<file path="config.mk">
export PLATFORM = sky130hd
export DESIGN_NAME = tick_cmp_timer
export DESIGN_NICKNAME = d
export VERILOG_FILES = /design/src/rtl/tmr_pkg.sv /design/src/rtl/tmr_tick_select.sv /design/src/rtl/tmr_count_core.sv /design/src/rtl/tmr_cmp_channel.sv /design/src/rtl/tick_cmp_timer.sv
export SDC_FILE = /design/constraint.sdc
export NUM_CORES = 1
export LEC_CHECK = 0
export CAP_MARGIN = 20
export CELL_PAD_IN_SITES_DETAIL_PLACEMENT = 0
export CELL_PAD_IN_SITES_GLOBAL_PLACEMENT = 1
export CORE_UTILIZATION = 45
export DETAILED_ROUTE_END_ITERATION = 8
export DONT_BUFFER_PORTS = 1
export PLACE_DENSITY = 0.83
export SLEW_MARGIN = 20
export SYNTH_ARGS = -nofsm -noshare
export SYNTH_HDL_FRONTEND = slang
export SYNTH_SLANG_ARGS = --single-unit
</file>
<file path="constraint.sdc">
create_clock -name clk -period 4.3 [get_ports clk]
set_clock_uncertainty 0.2 [all_clocks]
set_input_delay 0.215 -clock clk [delete_from_list [all_inputs] [get_ports clk]]
set_output_delay 0.215 -clock clk [all_outputs]
set_load 0.03 [all_outputs]
</file>
<file path="src/rtl/tmr_pkg.sv">
`timescale 1ns/1ps
package tmr_pkg;
    typedef enum logic [1:0] {
        MODE_FREE   = 2'd0,
        MODE_UP_A   = 2'd1,
        MODE_UD_MAX = 2'd2,
        MODE_UD_A   = 2'd3
    } tmr_mode_e;

    typedef enum logic {
        DIR_UP   = 1'b0,
        DIR_DOWN = 1'b1
    } dir_state_e;

    localparam int ADDR_W    = 3;
    localparam int NUM_CH    = 2;
    localparam int NUM_FLAGS = 3;
    localparam int FLAG_OVF  = 0;
    localparam int FLAG_CMPA = 1;
    localparam int FLAG_CMPB = 2;

    localparam logic [ADDR_W-1:0] ADDR_COUNT = 3'd0;
    localparam logic [ADDR_W-1:0] ADDR_CMPA  = 3'd1;
    localparam logic [ADDR_W-1:0] ADDR_CMPB  = 3'd2;
    localparam logic [ADDR_W-1:0] ADDR_FLAGS = 3'd3;
    localparam logic [ADDR_W-1:0] ADDR_MASK  = 3'd4;
endpackage

</file>
<file path="src/rtl/tmr_tick_select.sv">
`timescale 1ns/1ps
module tmr_tick_select #(
    parameter int NUM_SRC = 4,
    parameter int SEL_W   = 3
) (
    input  logic [SEL_W-1:0]   sel,
    input  logic [NUM_SRC-1:0] src,
    output logic               tick
);
    // code 0 and codes past the last source select nothing
    always_comb begin
        tick = 1'b0;
        for (int i = 0; i < NUM_SRC; i++) begin
            if (sel == SEL_W'(i + 1)) begin
                tick = src[i];
            end
        end
    end
endmodule

</file>
<file path="src/rtl/tmr_count_core.sv">
`timescale 1ns/1ps
module tmr_count_core
    import tmr_pkg::*;
#(
    parameter int CW = 8
) (
    input  logic          clk,
    input  logic          rst_n,
    input  logic          tick,
    input  logic          cnt_wr,
    input  logic [CW-1:0] cnt_wdata,
    input  tmr_mode_e     mode,
    input  logic [CW-1:0] top_a,
    output logic [CW-1:0] count,
    output dir_state_e    dir,
    output logic          updown,
    output logic          step,
    output logic          blocked,
    output logic          load_evt,
    output logic          ovf_evt
);
    localparam logic [CW-1:0] CNT_MAX    = '1;
    localparam logic [CW-1:0] CNT_BOTTOM = '0;

    logic [CW-1:0] top;
    logic [CW-1:0] nxt;
    dir_state_e    dir_nxt;

    assign updown = (mode == MODE_UD_MAX) || (mode == MODE_UD_A);
    assign top    = ((mode == MODE_UP_A) || (mode == MODE_UD_A)) ? top_a : CNT_MAX;
    assign step   = tick && !cnt_wr;

    // next count and next direction state
    always_comb begin
        nxt     = count;
        dir_nxt = dir;
        if (!updown) begin
            nxt     = (count >= top) ? CNT_BOTTOM : count + 1'b1;
            dir_nxt = DIR_UP;
        end else begin
            unique case (dir)
                DIR_UP: begin
                    if ((count >= top) && (count != CNT_BOTTOM)) begin
                        nxt     = count - 1'b1;
                        dir_nxt = DIR_DOWN;
                    end else begin
                        nxt = count + 1'b1;
                        if (nxt >= top) begin
                            dir_nxt = DIR_DOWN;
                        end
                    end
                end
                DIR_DOWN: begin
                    if (count == CNT_BOTTOM) begin
                        nxt     = count + 1'b1;
                        dir_nxt = DIR_UP;
                    end else begin
                        nxt = count - 1'b1;
                        if (nxt == CNT_BOTTOM) begin
                            dir_nxt = DIR_UP;
                        end
                    end
                end
                default: begin
                    nxt     = count;
                    dir_nxt = DIR_UP;
                end
            endcase
        end
    end

    // direction state register
    always_ff @(posedge clk) begin
        if (!rst_n) begin
            dir <= DIR_UP;
        end else if (step) begin
            dir <= dir_nxt;
        end
    end

    // count register
    always_ff @(posedge clk) begin
        if (!rst_n) begin
            count <= CNT_BOTTOM;
        end else if (cnt_wr) begin
            count <= cnt_wdata;
        end else if (step) begin
            count <= nxt;
        end
    end

    // match blocking after a count write
    always_ff @(posedge clk) begin
        if (!rst_n) begin
            blocked <= 1'b0;
        end else if (cnt_wr) begin
            blocked <= 1'b1;
        end else if (step) begin
            blocked <= 1'b0;
        end
    end

    // event outputs
    always_comb begin
        load_evt = step && (updown ? (count == CNT_BOTTOM) : (count >= top));
        ovf_evt  = step && (updown ? (nxt == CNT_BOTTOM) : (nxt == top));
    end

    assert_hold_R2: assert property (@(posedge clk) disable iff (!rst_n)
        (!tick && !cnt_wr) |=> $stable(count));

    assert_up_step_R4: assert property (@(posedge clk) disable iff (!rst_n)
        (step && mode == MODE_UP_A && count < top_a) |=> (count == $past(count) + 1'b1));

    assert_down_step_R5: assert property (@(posedge clk) disable iff (!rst_n)
        (step && updown && dir == DIR_DOWN && count != CNT_BOTTOM) |=> (count == $past(count) - 1'b1));

    assert_write_R10: assert property (@(posedge clk) disable iff (!rst_n)
        cnt_wr |=> (count == $past(cnt_wdata)));
endmodule

</file>
<file path="src/rtl/tmr_cmp_channel.sv">
`timescale 1ns/1ps
module tmr_cmp_channel
    import tmr_pkg::*;
#(
    parameter int CW = 8
) (
    input  logic          clk,
    input  logic          rst_n,
    input  logic          wr,
    input  logic [CW-1:0] wdata,
    input  logic          direct,
    input  logic          load,
    input  logic          step,
    input  logic          blocked,
    input  logic [CW-1:0] count,
    input  logic          updown,
    input  dir_state_e    dir,
    output logic [CW-1:0] buf_val,
    output logic [CW-1:0] active,
    output logic          match,
    output logic          wave
);
    assign match = step && !blocked && (count == active);

    always_ff @(posedge clk) begin
        if (!rst_n) begin
            buf_val <= '0;
        end else if (wr) begin
            buf_val <= wdata;
        end
    end

    always_ff @(posedge clk) begin
        if (!rst_n) begin
            active <= '0;
        end else if (wr && direct) begin
            active <= wdata;
        end else if (load) begin
            active <= buf_val;
        end
    end

    always_ff @(posedge clk) begin
        if (!rst_n) begin
            wave <= 1'b0;
        end else if (match) begin
            if (!updown) begin
                wave <= ~wave;
            end else begin
                wave <= (dir == DIR_DOWN);
            end
        end
    end

    assert_wave_hold_R7: assert property (@(posedge clk) disable iff (!rst_n)
        !match |=> $stable(wave));
endmodule

</file>
<file path="src/rtl/tick_cmp_timer.sv">
`timescale 1ns/1ps
module tick_cmp_timer
    import tmr_pkg::*;
#(
    parameter int CW      = 8,
    parameter int NUM_SRC = 4,
    parameter int SEL_W   = 3
) (
    input  logic               clk,
    input  logic               rst_n,
    input  logic [NUM_SRC-1:0] tick_src,
    input  logic [SEL_W-1:0]   clk_sel,
    input  logic [1:0]         mode,
    input  logic               reg_wr,
    input  logic [ADDR_W-1:0]  reg_addr,
    input  logic [CW-1:0]      reg_wdata,
    output logic [CW-1:0]      reg_rdata,
    output logic               wave_a,
    output logic               wave_b,
    output logic               irq
);
    logic                 tick;
    logic                 cnt_wr;
    logic [CW-1:0]        count;
    dir_state_e           dir;
    logic                 updown;
    logic                 step;
    logic                 blocked;
    logic                 load_evt;
    logic                 ovf_evt;
    tmr_mode_e            mode_e;
    logic [CW-1:0]        buf_val [NUM_CH];
    logic [CW-1:0]        active  [NUM_CH];
    logic [NUM_CH-1:0]    match;
    logic [NUM_CH-1:0]    wave;
    logic [NUM_FLAGS-1:0] flags;
    logic [NUM_FLAGS-1:0] mask;
    logic [NUM_FLAGS-1:0] set_vec;
    logic [NUM_FLAGS-1:0] clr_vec;

    assign mode_e = tmr_mode_e'(mode);
    assign cnt_wr = reg_wr && (reg_addr == ADDR_COUNT);

    tmr_tick_select #(.NUM_SRC(NUM_SRC), .SEL_W(SEL_W)) u_sel (
        .sel (clk_sel),
        .src (tick_src),
        .tick(tick)
    );

    tmr_count_core #(.CW(CW)) u_core (
        .clk      (clk),
        .rst_n    (rst_n),
        .tick     (tick),
        .cnt_wr   (cnt_wr),
        .cnt_wdata(reg_wdata),
        .mode     (mode_e),
        .top_a    (active[0]),
        .count    (count),
        .dir      (dir),
        .updown   (updown),
        .step     (step),
        .blocked  (blocked),
        .load_evt (load_evt),
        .ovf_evt  (ovf_evt)
    );

    for (genvar c = 0; c < NUM_CH; c++) begin : g_ch
        tmr_cmp_channel #(.CW(CW)) u_ch (
            .clk    (clk),
            .rst_n  (rst_n),
            .wr     (reg_wr && (reg_addr == ADDR_CMPA + ADDR_W'(c))),
            .wdata  (reg_wdata),
            .direct (mode_e == MODE_FREE),
            .load   (load_evt),
            .step   (step),
            .blocked(blocked),
            .count  (count),
            .updown (updown),
            .dir    (dir),
            .buf_val(buf_val[c]),
            .active (active[c]),
            .match  (match[c]),
            .wave   (wave[c])
        );

        assert_direct_R3: assert property (@(posedge clk) disable iff (!rst_n)
            (reg_wr && reg_addr == ADDR_CMPA + ADDR_W'(c) && mode_e == MODE_FREE)
            |=> (active[c] == $past(reg_wdata)));
    end

    assign wave_a = wave[0];
    assign wave_b = wave[1];

    // flag and mask registers
    assign set_vec = {match[1], match[0], ovf_evt};
    assign clr_vec = (reg_wr && reg_addr == ADDR_FLAGS) ? reg_wdata[NUM_FLAGS-1:0] : '0;

    always_ff @(posedge clk) begin
        if (!rst_n) begin
            flags <= '0;
        end else begin
            flags <= (flags & ~clr_vec) | set_vec;
        end
    end

    always_ff @(posedge clk) begin
        if (!rst_n) begin
            mask <= '0;
        end else if (reg_wr && reg_addr == ADDR_MASK) begin
            mask <= reg_wdata[NUM_FLAGS-1:0];
        end
    end

    assign irq = |(flags & mask);

    always_comb begin
        unique case (reg_addr)
            ADDR_COUNT: reg_rdata = count;
            ADDR_CMPA:  reg_rdata = buf_val[0];
            ADDR_CMPB:  reg_rdata = buf_val[1];
            ADDR_FLAGS: reg_rdata = CW'(flags);
            ADDR_MASK:  reg_rdata = CW'(mask);
            default:    reg_rdata = '0;
        endcase
    end

    assert_flag_set_R6: assert property (@(posedge clk) disable iff (!rst_n)
        match[0] |=> flags[FLAG_CMPA]);

    assert_w1c_R8: assert property (@(posedge clk) disable iff (!rst_n)
        (reg_wr && reg_addr == ADDR_FLAGS && reg_wdata[FLAG_OVF] && !ovf_evt) |=> !flags[FLAG_OVF]);

    assert_block_R10: assert property (@(posedge clk) disable iff (!rst_n)
        cnt_wr |=> !(match[0] || match[1]));
endmodule

</file>
Yosys cells after proc, flatten, opt, wreduce, memory -nomap -nowiden

Cells that the tools add are included.

$add $sub $neg: 2
$lt $le $gt $ge: 2
Eq/ne operators: 14
Multiplexer cells: 30
Bitwise logic cells: 7
Reductions and logical operators: 28

Operators by type and width:

| cell                                                | count |
|---|---|
| two-way mux 8 bit                                   | 11 |
| one-hot mux 8 bit (5 select lines)                  | 1 |
| equality test 8 bit                                 | 3 |
| logical NOT 8 bit                                   | 3 |
| >= comparator 8 bit                                 | 2 |
| one-hot mux 8 bit (2 select lines)                  | 1 |
| two-way mux 1 bit                                   | 15 |
| logical AND 1 bit                                   | 14 |
| equality test 3 x 2 -> 1 bit, second input constant | 4 |
| adder 8 x 1 -> 8 bit, second input constant         | 1 |
| nonzero test 8 bit                                  | 1 |
| subtractor 8 x 1 -> 8 bit, second input constant    | 1 |
| AND 3 bit                                           | 2 |
| equality test 3 x 1 -> 1 bit, second input constant | 2 |
| equality test 3 bit, second input constant          | 2 |
| nonzero test 2 bit                                  | 3 |
| equality test 2 bit, second input constant          | 2 |
| logical NOT 3 bit                                   | 1 |
| two-way mux 3 bit                                   | 1 |
| NOT 1 bit                                           | 3 |
| NOT 3 bit                                           | 1 |
| OR 3 bit                                            | 1 |
| OR reduction 3 bit                                  | 1 |
| equality test 2 x 1 -> 1 bit, second input constant | 1 |
| 4 further kinds                                     | 6 |

Register bits after elaboration: 50
Input port bits: 23
Output and inout port bits: 11
Logic and storage cells: 94

Depth between registers and ports, before layout

Gate-level depths: netlist (run 1).

Depth after elaboration: 12
Gate-level depth with buffers: 13

Hierarchy

A second synthesis (run 1) with hierarchy kept.

Cell total of the unflattened synthesis: 462
Area total of the unflattened synthesis: 3794.9 um^2

By module, submodules not included:

| module          | times used | cells an instance | area an instance (um^2) |
|---|---|---|---|
| tmr_count_core  | 1          | 218               | 1622.8 |
| tmr_cmp_channel | 2          | 81                | 778.2 |
| tick_cmp_timer  | 1          | 76                | 571.8 |
| tmr_tick_select | 1          | 6                 | 43.8 |

Worst setup path after synthesis (run 1)

No wires, ideal clock.

Path type: register to register
From: register u_core.count[0]
To: register g_ch[0].u_ch.active[5]
Arrival time: 2.875 ns
Slack: 1.109 ns
Cell stages (with the launch flop): 14
Clock period less this slack: 3.191 ns
Path through: dfxtp_1 -> clkbuf_1 -> inv_1 -> ha_1 -> nand2b_1 -> a211oi_1 -> nor3_2 -> a21oi_2 -> or2_1 -> a21oi_4 -> buf_6 -> mux2i_1 -> nand2_1 -> o211a_1

Word-level cells in the longest chain between the ends: 4
Elaborated cells on any way between the ends: 5
Those cells by class: order compare: 1; mux: 1; reduce/logical: 3

RTL lines:

| item                                                            | line                  | source |
|---|---|---|
| start: declaration                                              | tmr_count_core.sv:14  | `output logic [CW-1:0] count,` |
| start signal: assignment                                        | tmr_count_core.sv:86  | `count <= cnt_wdata;` |
| start signal: assignment                                        | tmr_count_core.sv:88  | `count <= nxt;` |
| >= comparator 8 bit / logical NOT 8 bit (equally long branches) | tmr_count_core.sv:105 | `load_evt = step && (updown ? (count == CNT_BOTTOM) : (count >= top));` |
| two-way mux 1 bit *                                             | tmr_count_core.sv:105 |  |
| logical AND 1 bit *                                             | tmr_count_core.sv:105 |  |
| nonzero test 2 bit (no line) *                                  | -                     |  |
| end signal: assignment                                          | tmr_cmp_channel.sv:37 | `active <= wdata;` |
| end signal: assignment                                          | tmr_cmp_channel.sv:39 | `active <= buf_val;` |
| end: declaration                                                | tmr_cmp_channel.sv:19 | `output logic [CW-1:0] active,` |

Mark *: on every way between the ends. The rest lies on a longest branch, timed or not.
A chain may end at the register's enable or synchronous reset.

Worst setup path in the final report (run 1)

From: register u_core.count[0]
To: register u_core.count[3]

Word-level cells in the longest chain between the ends: 7
Elaborated cells on any way between the ends: 13
Those cells by class: add/sub: 2; order compare: 1; mux: 7; reduce/logical: 3

RTL lines:

| item                                                             | line                                       | source |
|---|---|---|
| >= comparator 8 bit / nonzero test 8 bit (equally long branches) | tmr_count_core.sv:38, tmr_count_core.sv:43 |  |
| logical AND 1 bit                                                | tmr_count_core.sv:43                       | `if ((count >= top) && (count != CNT_BOTTOM)) begin` |
| two-way mux 8 bit                                                | tmr_count_core.sv:43                       |  |
| one-hot mux 8 bit (2 select lines)                               | tmr_count_core.sv:41                       | `unique case (dir)` |
| two-way mux 8 bit *                                              | tmr_count_core.sv:37                       | `if (!updown) begin` |
| two-way mux 8 bit *                                              | tmr_count_core.sv:87                       | `end else if (step) begin` |
| two-way mux 8 bit *                                              | tmr_count_core.sv:85                       | `end else if (cnt_wr) begin` |

Mark *: on every way between the ends. The rest lies on a longest branch, timed or not. The select of a mux whose other input is x is not followed.

==> summary.md, run 1 <==
| Metric | Value |
|---|---|
| Wirelength, routed | `11400 µm` |
| Number of port buffers | `0` |
| MaxCap Viol Count | `0` |
| Adder-cell share of the synthesized area | `under 10%` |
| Multiplexer share of the synthesized area | `9.68%` |
| Top-area cell type share of the netlist area | `around a quarter` |
| Worst setup margin | `approximately 0.32 ns` |
| Core Area | `a little over 8000 µm²` |
| Share of cells above drive strength 1 | `around 5.4%` |
| CP Class | `reg2reg` |
| Final Hold Fails | `0` |
| Worst relative slew slack | `33.2%` |
| Seq cells post-synth | `50` |
| PostCTS Resize Cnt | `0` |
| Worst hold path class | `in2reg` |
| Setup WS pre-CTS | `roughly 0.6 ns` |
| Final nets | `~540` |
| CTS tree | `yes` |
| Vias in the first global route | `3381` |
| Number of flops mapped to enable cells by yosys | `0` |
| Clock slew at reported path FFs | `roughly 0.10 ns` |
| Ports | `34` |
| Top FF cell, synth | `dfxtp_1` |
| Gr usage total | `a little over a quarter` |
| First-pass GRT wire length | `between 15000 and 20000 µm` |
| Die height | `about 95 µm` |
| Via Count | `around 3600` |
| XOR/XNOR share of the synthesized area | `around 6.8%` |
| Min Tclk post-route | `between 3 and 4 ns` |
| Via density | `5.95` |
| Required time of the critical path | `roughly 4.3 ns` |
| Hold slack | `between 0.02 and 0.03 ns` |
| Compound-cell area share of the yosys netlist | `a little under a quarter` |
| Initial antenna violation count | `0` |
| Skew-Pair Late Insertion Delay | `between 0.3 and 0.4 ns` |
| Crit-path max cell delay | `0.66 ns` |
| Clock Sinks | `50` |
| Final core utilization | `50.4%` |
| Post-DRT Antenna Nets | `0` |
| Mapped Area | `3860 µm²` |
| Area delta synth->final | `7.64%` |
| DRC | `0` |
| 1st-pass router iterations | `5` |
| Measured slew at the worst slew-check pin | `0.999 ns` |
| Wire per inst | `18.9 µm` |
| Syn Inst Count | `499` |
| Max-slew violation total from the final report | `0` |
| Hold Startpoint | `mode[1]` |
| Seq/Total Area, Yosys | `25.9%` |
| DIE AREA | `around 9000 µm²` |
| CP arrival | `~4.0 ns` |
| CP max-delay cell | `dfxtp_1` |
| Max Buffers Root-to-Sink | `2` |
| CTS Buf Count | `5` |
| Detail Placement HPWL | `between 8000 and 9000 µm` |
| Std-Cell Rows | `33` |
| H-tree depth | `2` |
| Fmax | `0.251 GHz` |
| Largest family of logic cells by synthesized area | `simple AND/OR/NAND/NOR gates` |
| P_leak | `approximately 1.7 nW` |
| Most frequent cell after synthesis | `nand2_1` |
| RSZ-0062 raised after global routing | `false` |
| Outcome | `complete, no violations` |
| Setup tns final | `0 ns` |
| Kind of end point of the critical path | `flip-flop` |
| Crit start category | `flip-flop` |
| Syn nets | `between 500 and 600` |
| Top post-synthesis cells by count | `nand2_1, dfxtp_1, nor2_1` |
| Worst Path Max Fanout | `13` |
| Final setup viols | `0` |
| Synth warn | `0` |
| Ant. Diodes | `0` |
| Cell taking the most area after synthesis | `dfxtp_1` |
| Pwr per Cell Area | `269 nW/µm²` |
| Post-CTS Setup Bufs | `0` |
| Crit share post-route | `between 90% and 100%` |
| Synth cell types | `60` |
| Ys async rst share | `0%` |
| Total gr overflow | `0` |
| Largest net degree at the start of global routing | `50` |
| Worst-path cell chain | `inv_1 -> ha_1 -> nand2b_1 -> a211oi_1 -> nor4b_1 -> nor2_4 -> a21oi_1 -> or3_1 -> nor2b_1 -> o21ai_0 -> and2_1 -> dlygate4sd3_1` |
| Largest cells by area after synthesis | `dfxtp_1, mux2i_1, nand2_1, ha_1, xnor2_1` |
| DRT iter0 DRCs | `about 220` |
| Worst R2R Start | `u_core.count[0]` |
| CP startpoint | `u_core.count[0]` |
| Placer Congestion | `0.933` |
| Initial Util | `46.8%` |
| Root Buffer | `clkbuf_8` |
| Syn_area_per_cell | `7.75 µm²` |
| VDD IR max | `0.000240 V` |
| Post-Synth Simple-Gate Area | `24.6%` |
| Die width | `around 95 µm` |
[kinds of logic after synthesis]
group                      count (synthesis)
adders and majority gates                 18
buffers and inverters                     44
xor gates and xnor gates                  30
AOI/OAI and AO/OA                        119
DFF                                       50
muxes                                     36
and+or+nand+nor                          202
[metal layers]
metal | global-route usage (%) | part of all wire, % | vias up
li1 | - | - | 1756
met5 | 0 | 0 | -
met2 | 43.3 | 48 | 107
met4 | 9.22 | 2.6 | 0
met3 | 2.42 | 4.5 | 22
met1 | 36.9 | 45 | 1695
[placed cells by master, fill, tap and decap left out, types with 3 or more instances in the layout]
master,netlist,final
nor3_2,2,3
ha_1,18,18
nand2_1,90,90
a21oi_1,25,25
mux2i_1,34,34
nor4_1,5,5
a21boi_0,18,18
nor3_1,6,5
nand2b_1,7,7
dfxtp_1,50,50
and2_1,6,6
and3_1,3,3
nor2b_1,10,10
clkbuf_8,0,6
dlygate4sd3_1,0,12
or3_1,4,4
nand4_1,10,10
nand3_1,10,10
xnor2_1,22,22
nor2_1,39,39
buf_4,0,6
o211a_1,19,19
o21ai_0,20,20
o22ai_1,6,6
xor2_1,8,8
a211oi_1,4,4
inv_1,15,15
[metrics by stage]
| stage | total power [W] | instances | instance area, µm² |
|---|---|---|---|
| 6_report | 0.00112 | 602 | 4160 |
| 5_1_grt | 0.00117 | 602 | 4160 |
| 4_1_cts | 0.00112 | 602 | 4160 |
| 3_5_place_dp | 0.000807 | 581 | 3930 |
| 3_3_place_gp | 0.000803 | 581 | 3920 |
| 2_1_floorplan | 0.000750 | 499 | 3860 |
[registers in the layout, summed over array words and instances (netlist names)]
register           cells
g_ch.u_ch.active      16
g_ch.u_ch.buf_val     16
u_core.count           8
flags                  3
mask                   3
g_ch.u_ch.wave         2
u_core.blocked         1
u_core.dir             1
[final cells by class]
cell class / instances / area [µm²]
repair buffers: 19 / 185
flip-flops and latches: 50 / 1000
well taps: 105 / 131
fillers: 835 / 4100
multi-input cells: 405 / 2690
inverters: 15 / 56.3
clock inverters: 2 / 12.5
clock buffers: 6 / 82.6
[where the power goes]
| group | internal (W) | switching, W |
|---|---|---|
| clock | 0.000130 | 0.000163 |
| combinational | 0.000131 | 0.000190 |
| sequential | 0.000478 | 0.0000263 |
[critical path, delay by kind of cell, from the launching register on]
family / cells / cell delay (ns)
buffers and inverters: 2 / 0.78
DFF: 1 / 0.66
AOI/OAI and AO/OA: 3 / 0.54
adders and majority gates: 1 / 0.36
and+or+nand+nor: 6 / 1.34
[final timing paths]
kind | end | slack [ns] | cells after the start
hold reg to reg | g_ch[1].u_ch.buf_val[4] | 0.29 | 2
setup reg to reg | u_core.count[3] | 0.32 | 12
setup / recovery | u_core.count[3] | 0.32 | 12
hold / removal | flags[0] | 0.03 | 4
[repair_timing]
| item | CTS | global route |
|---|---|---|
| hold buffers | 13 | 0 |
| endpoints found under the setup margin | 0 | 0 |
| endpoints found under the hold margin | 50 | 0 |
Power figures use the tool's default switching activity.
==> run 2: changes to the inputs <==
--- a/config.mk
+++ b/config.mk
@@ -5,13 +5,14 @@
 export SDC_FILE = /design/constraint.sdc
 export NUM_CORES = 1
 export LEC_CHECK = 0
+export ABC_AREA = 1
 export CAP_MARGIN = 20
 export CELL_PAD_IN_SITES_DETAIL_PLACEMENT = 0
 export CELL_PAD_IN_SITES_GLOBAL_PLACEMENT = 1
 export CORE_UTILIZATION = 45
 export DETAILED_ROUTE_END_ITERATION = 8
 export DONT_BUFFER_PORTS = 1
-export PLACE_DENSITY = 0.83
+export PLACE_DENSITY = 0.86
 export SLEW_MARGIN = 20
 export SYNTH_ARGS = -nofsm -noshare
 export SYNTH_HDL_FRONTEND = slang
==> run 2 against run 1 <==
Via count grew 2.2%. Global-route usage rose by 1.7 points. Utilization is 0.17 points higher. Combinational power decreased by 10%. Largest cell class unchanged. Synthesized area shrank 7.8%. Maximum frequency increased by 26%. Cell count up 7.8%.
==> summary.md, run 2 <==
| Metric | Value |
|---|---|
| Max-slew violation total from the final report | `0` |
| Pwr per Cell Area | `roughly 300 nW/µm²` |
| Crit path buffers/inverters | `4` |
| MaxCap Viol Count | `0` |
| Outcome | `complete, no violations` |
| Cell taking the most area after synthesis | `dfxtp_1` |
| Clock Sinks | `50` |
| Ys async rst share | `0%` |
| Die width | `a little over 90 µm` |
| H-tree depth | `2` |
| WHS Endpoint | `flags[0]` |
| Reg2Reg Setup Slack | `1.15 ns` |
| CP delay by family, top | `compound AO/OA/AOI/OAI gates` |
| Crit-path max cell delay | `slightly below 0.6 ns` |
| Root Buffer | `clkbuf_8` |
| Syn_area_per_cell | `roughly 6.6 µm²` |
| Worst hold path class | `in2reg` |
| Skew-Pair Late Insertion Delay | `around 0.32 ns` |
| Post-DRT Antenna Nets | `0` |
| Biggest regs | `g_ch.u_ch.active: 16 flops, g_ch.u_ch.buf_val: 16 flops, u_core.count: 8 flops` |
| Measured slew at the worst slew-check pin | `roughly 1 ns` |
| DRC | `0` |
| Seq cells post-synth | `50` |
| Via Count | `between 3000 and 4000` |
| 1st-pass router iterations | `5` |
| Detail Placement HPWL | `between 8000 and 9000 µm` |
| Syn nets | `just under 600` |
| Worst R2R Start | `u_core.count[0]` |
| CP arrival | `3.20 ns` |
| Reg area | `1000 µm²` |
| Initial antenna violation count | `0` |
| Most frequent cells in the layout | `nand2_1, nor2_1, inv_1` |
| Wirelength, routed | `around 11000 µm` |
| RSZ-0062 raised after global routing | `false` |
| Hold Path Depth | `5` |
| Area of the multi-input gates | `approximately 2300 µm²` |
| Total gr overflow | `0` |
| Crit start category | `flip-flop` |
| CP Class | `reg2reg` |
| VDD IR max | `approximately 0.00020 V` |
| CTS Buf Count | `5` |
| Kind of end point of the critical path | `flip-flop` |
| Vias in the first global route | `3517` |
| CTS tree | `yes` |
| Most frequent cell after synthesis | `nand2_1` |
| Final Hold Fails | `0` |
| Number of flops mapped to enable cells by yosys | `0` |
| Die height | `approximately 91 µm` |
| Largest net degree at the start of global routing | `31` |
| Syn Inst Count | `between 500 and 600` |
| Synth warn | `0` |
| Final Cell Area | `roughly 3900 µm²` |
| DIE AREA | `roughly 8300 µm²` |
| Setup tns final | `0 ns` |
| Most common cell after layout, fill and taps aside | `nand2_1` |
| Fmax | `0.317 GHz` |
| Synth cell types | `41` |
| Worst-path cell chain | `inv_2 -> ha_1 -> inv_1 -> nand2_1 -> nand2_1 -> nand3_1 -> nand2_1 -> nand2_1 -> nand2_2 -> nand2_4 -> inv_1 -> o22ai_2 -> nor2_2 -> inv_1 -> o21ai_0 -> a31oi_1` |
| Placed instance area | `3630 µm²` |
| PostCTS Resize Cnt | `0` |
| Ports | `34` |
| Worst Path Max Fanout | `12` |
| Area delta synth->final | `9.02%` |
| Core Area | `around 7700 µm²` |
| Fillers | `approximately 840` |
| Initial Util | `46.4%` |
| Seq/Total Area, Yosys | `roughly 28%` |
| Number of cells on the critical path | `16` |
| Min Tclk post-route | `~3.2 ns` |
| DRT iter0 DRCs | `289` |
| P_leak | `1.68 nW` |
| Share of cells above drive strength 1 | `6.40%` |
| Register-to-Register Path Depth | `16` |
| CP max-delay cell | `dfxtp_1` |
| Top post-synthesis cells by count | `nand2_1, nor2_1, inv_1` |
| Top-area cell type share of the netlist area | `about 28%` |
| Via density | `about 5.6` |
| Required time of the critical path | `~4.4 ns` |
| Largest cells by area after synthesis | `dfxtp_1, nand2_1, nor2_1, ha_1, nand3_1` |
| Final nets | `587` |
| Placer Congestion | `a little over 0.9` |
| Gr usage total | `around 28%` |
| Worst relative slew slack | `about a third` |
| Hold Startpoint | `reg_wdata[0]` |
| Final setup viols | `0` |
| Wire per inst | `17.4 µm` |
| Mapped Area | `between 3000 and 4000 µm²` |
| Number of port buffers | `0` |
| Most used cell along the critical path | `nand2_1` |
| First-pass GRT wire length | `approximately 18000 µm` |
| Std-Cell Rows | `32` |
| Max Buffers Root-to-Sink | `2` |
| Clock slew at reported path FFs | `0.10 ns` |
| Crit share post-route | `roughly three quarters` |
| R2r endpoint | `g_ch[1].u_ch.active[5]` |
| Top FF cell, synth | `dfxtp_1` |
| Ant. Diodes | `0` |
-- run 2: cell types whose count changed in the layout (fill, tap and decap cells not counted), sizes merged, moves of 15 or more --
cell,before,now
a31oi,1,20
mux2i,34,0
inv,15,58
o211a,19,0
o21ai,21,37
a21boi,20,1
nor2,40,67
xnor2,22,7
nand2,90,130
nand3,10,42
-- run 2: final cells by class --
type / instances / share of cell area, %
Multi-Input combinational cell: 413 / 58.2
Sequential cell: 50 / 25.8
Inverter: 59 / 5.70
Timing Repair Buffer: 17 / 4.25
Tap cell: 102 / 3.28
Clock buffer: 6 / 1.87
Clock inverter: 2 / 0.966
-- run 2: kinds of logic after synthesis --
family,after synthesis,share of synthesized area (%)
simple gates,262,33.1
compound gates,109,18.0
buf+inv,75,8.63
flops,50,28.1
xor+xnor,24,5.90
fa+ha+maj,18,6.32
-- run 2: where the power goes --
group / leakage, nW / internal, W / switching, W
clock: 0.0514 / 0.000174 / 0.000177
combinational: 1.22 / 0.0000988 / 0.000190
sequential: 0.406 / 0.000486 / 0.0000337
total: 1.68 / 0.000759 / 0.000401
-- run 2: what timing repair did --
item                       in CTS  in global routing
setup buffers                   0                  0
hold endpoints to repair       49                  0
hold buffers                   15                  0
setup endpoints to repair       0                  0
-- run 2: worst register-to-register path, stage by stage, from the launching register on --
cell and delay, ns:
dfxtp_1 0.58, inv_2 0.22, ha_1 0.35, inv_1 0.04
nand2_1 0.05, nand2_1 0.04, nand3_1 0.06, nand2_1 0.05
nand2_1 0.10, nand2_2 0.09, nand2_4 0.10, inv_1 0.10
o22ai_2 0.51, nor2_2 0.17, inv_1 0.15, o21ai_0 0.09
a31oi_1 0.18
-- run 2: stage by stage --
| step | total power [W] | setup slack (ns) | util, % | hold slack [ns] | instances |
|---|---|---|---|---|---|
| after floorplan | 0.000731 | 1.92 | - | 0.150 | 538 |
| after global placement | 0.000788 | 1.15 | 47.1 | 0.151 | 626 |
| after detailed placement | 0.000791 | 1.21 | 47.2 | 0.160 | 626 |
| after CTS | 0.00116 | 1.16 | 50.6 | 0.0153 | 649 |
| after global routing | 0.00121 | 0.879 | 50.6 | 0.0382 | 649 |
| final | 0.00116 | 1.15 | 50.6 | 0.0213 | 649 |
-- run 2: routing by layer --
layer	share of wire (%)	up-vias	GRT usage, %
li1	-	1819	-
met1	44	1686	37.6
met2	47	129	46.8
met3	6.3	26	4.27
met4	2.8	0	10.4
met5	0	-	0
-- run 2: worst max path at each step --
| stage | from | end |
|---|---|---|
| floorplan | u_core.count[0] | flags[0] |
| detailed placement | u_core.count[0] | g_ch[0].u_ch.active[5] |
| CTS | u_core.count[0] | g_ch[1].u_ch.active[5] |
| global placement | u_core.count[0] | g_ch[0].u_ch.active[5] |
| global route | u_core.count[0] | g_ch[0].u_ch.active[3] |
| finish | u_core.count[0] | g_ch[1].u_ch.active[5] |
==> run 3: changes to the inputs <==
--- a/config.mk
+++ b/config.mk
@@ -5,14 +5,14 @@
 export SDC_FILE = /design/constraint.sdc
 export NUM_CORES = 1
 export LEC_CHECK = 0
-export ABC_AREA = 1
+export ABC_AREA = 0
 export CAP_MARGIN = 20
 export CELL_PAD_IN_SITES_DETAIL_PLACEMENT = 0
 export CELL_PAD_IN_SITES_GLOBAL_PLACEMENT = 1
 export CORE_UTILIZATION = 45
 export DETAILED_ROUTE_END_ITERATION = 8
 export DONT_BUFFER_PORTS = 1
-export PLACE_DENSITY = 0.86
+export PLACE_DENSITY = 0.83
 export SLEW_MARGIN = 20
 export SYNTH_ARGS = -nofsm -noshare
 export SYNTH_HDL_FRONTEND = slang
==> constraint.sdc (replaced) <==
create_clock -name clk -period 3.1 [get_ports clk]
set_clock_uncertainty 0.2 [all_clocks]
set_input_delay 0.155 -clock clk [delete_from_list [all_inputs] [get_ports clk]]
set_output_delay 0.155 -clock clk [all_outputs]
set_load 0.03 [all_outputs]
==> run 3 against run 2 <==
Clock power is 37% higher. Via count is 2.8% higher. Hold slack worse by 0.017 ns. Critical path type unchanged.
==> summary.md, run 3 (same netlist as run 1, synthesis figures left out) <==
| Metric | Value |
|---|---|
| Outcome | `complete, no violations` |
| First-pass GRT wire length | `around 19000 µm` |
| Final Hold Fails | `0` |
| Vias in the first global route | `3567` |
| Power Internal | `roughly 0.0011 W` |
| Std-Cell Rows | `33` |
| DRT iter0 DRCs | `309` |
| Crit-path max cell delay | `0.42 ns` |
| Seq pwr share | `between 40% and 50%` |
| Skew-Pair Late Insertion Delay | `~0.31 ns` |
| CTS tree | `yes` |
| RSZ-0062 raised after global routing | `false` |
| Fillers | `just over 800` |
| Clock slew at reported path FFs | `approximately 0.090 ns` |
| Gr usage total | `27.7%` |
| Post-DRT Antenna Nets | `0` |
| Via Count | `between 3000 and 4000` |
| CP Class | `reg2reg` |
| Crit start category | `flip-flop` |
| Area delta synth->final | `18.1%` |
| Crit share post-route | `a little over nine tenths` |
| Initial Util | `between 40% and 50%` |
| Worst-path cell chain | `inv_1 -> ha_1 -> nor4b_2 -> nand2_1 -> o211a_1 -> nor2_4 -> a21oi_1 -> or3_1 -> nor4_1 -> a21oi_1 -> o31ai_1` |
| VDD IR max | `0.000197 V` |
| Reg area | `approximately 1000 µm²` |
| Hold Path Depth | `4` |
| Switch Pwr | `0.000559 W` |
| Combinational cell fraction of total power | `just over 30%` |
| Min Tclk post-route | `2.91 ns` |
| Required time of the critical path | `roughly 3.1 ns` |
| MaxCap Viol Count | `0` |
| Final nets | `approximately 580` |
| Measured slew at the worst slew-check pin | `0.992 ns` |
| P_leak | `1.96 nW` |
| Largest net degree at the start of global routing | `52` |
| 1st-pass router iterations | `4` |
| Biggest regs | `g_ch.u_ch.active: 16 flops, g_ch.u_ch.buf_val: 16 flops, u_core.count: 8 flops` |
| DIE AREA | `~9000 µm²` |
| Placer Congestion | `0.886` |
| Clock Sinks | `50` |
| Number of port buffers | `0` |
| Detail Placement HPWL | `slightly below 9000 µm` |
| Worst setup margin | `0.192 ns` |
| Via density | `about 6` |
| Ports | `34` |
| Most frequent cells in the layout | `nand2_1, dfxtp_1, buf_4` |
| Share of cells above drive strength 1 | `14.6%` |
| Sw Ratio | `between 30% and 40%` |
| Pwr per Cell Area | `about 370 nW/µm²` |
| H-tree depth | `2` |
| Core Area | `~8300 µm²` |
| Die width | `94.7 µm` |
| Worst Path Max Fanout | `5` |
| Kind of end point of the critical path | `flip-flop` |
| Total gr overflow | `0` |
| Fmax | `approximately 0.34 GHz` |
| Max-slew violation total from the final report | `0` |
| Setup WS pre-CTS | `-0.00804 ns` |
| Final setup viols | `0` |
| Max Buffers Root-to-Sink | `2` |
| CTS Buf Count | `5` |
| Die height | `between 90 and 100 µm` |
| Worst hold path class | `in2reg` |
| Final core utilization | `a little under three fifths` |
| Initial antenna violation count | `0` |
| Wirelength, routed | `12200 µm` |
| Clock Power Share | `28.4%` |
| CP arrival | `slightly below 3 ns` |
| DRC | `0` |
| CP max-delay cell | `or3_1` |
| Root Buffer | `clkbuf_8` |
| Worst relative slew slack | `between 30% and 40%` |
| Most used cell along the critical path | `a21oi_1` |
| Most common cell after layout, fill and taps aside | `nand2_1` |
| Wire per inst | `~19 µm` |
| Register-to-Register Path Depth | `11` |
| Area of the multi-input gates | `between 2000 and 3000 µm²` |
-- run 3: changes by cell type in the layout (fill, tap and decap cells not counted), sizes merged, moves of 10 or more --
cell	change
nor2b	+10
inv	-43
o21ai	-16
mux2i	+34
nand3	-32
o211a	+19
buf	+44
xnor2	+15
a21boi	+19
nand2	-40
a31oi	-19
nor2	-27
-- run 3: layout make-up --
type                            instances  area share, %
Multi-Input combinational cell        405           60.3
Tap cell                              105           2.88
Timing Repair Buffer                   58           11.1
Clock buffer                            6           1.59
Antenna cell                            1         0.0548
Inverter                               15           1.23
Sequential cell                        50           22.0
Clock inverter                          2          0.822
-- run 3: worst paths after layout --
check / endpoint / start / slack [ns]
setup reg to reg: flags[0] / u_core.count[0] / 0.19
hold reg to reg: g_ch[1].u_ch.buf_val[3] / g_ch[1].u_ch.buf_val[3] / 0.29
setup / recovery: flags[0] / u_core.count[0] / 0.19
hold / removal: u_core.count[1] / reg_addr[1] / 0.004
-- run 3: what timing repair did --
action / in CTS / in global routing
endpoints found under the hold margin: 50 / 0
setup buffers: 3 / 2
setup endpoints to repair: 1 / 20
pin swaps: 2 / 4
gates resized for setup: 0 / 16
cloned: 0 / 1
hold buffers: 12 / 0
-- run 3: worst max-delay path, delay by kind of cell (launching register included) --
kind,cells,cell delay (ns)
buffers and inverters,1,0.14
AOI/OAI and AO/OA,4,0.45
and+or+nand+nor,5,1.51
adders and majority gates,1,0.19
DFF,1,0.32
-- run 3: layer usage --
| layer | vias to the layer above | routed length [µm] | global-route usage (%) |
|---|---|---|---|
| met2 | 106 | 5750 | 43.7 |
| met3 | 17 | 528 | 4.83 |
| met4 | 0 | 224 | 10.1 |
| met5 | - | 0 | 0 |
| met1 | 1805 | 5720 | 37.6 |
| li1 | 1834 | - | - |
-- run 3: power by group through the flow --
| stage | Combinational [W] | Clock [W] | Sequential, W |
|---|---|---|---|
| detailed placement | 0.000460 | 0 | 0.000700 |
| global route | 0.000572 | 0.000503 | 0.000689 |
| floorplan | 0.000345 | 0 | 0.000696 |
| global placement | 0.000455 | 0 | 0.000700 |
| finish | 0.000524 | 0.000480 | 0.000687 |
| CTS | 0.000500 | 0.000483 | 0.000686 |
-- run 3: through the flow --
stage                     setup TNS (ns)  instance area [µm²]  hold WS (ns)  std cells  power (W)
after detailed placement        -0.00804                 4200        0.0894        616    0.00116
after global placement                 0                 4200        0.0827        616    0.00116
after floorplan                        0                 3870        0.0899        499    0.00104
after CTS                              0                 4460       0.00297        639    0.00167
final                                  0                 4560       0.00408        642    0.00169
after global routing                   0                 4560        0.0192        641    0.00176
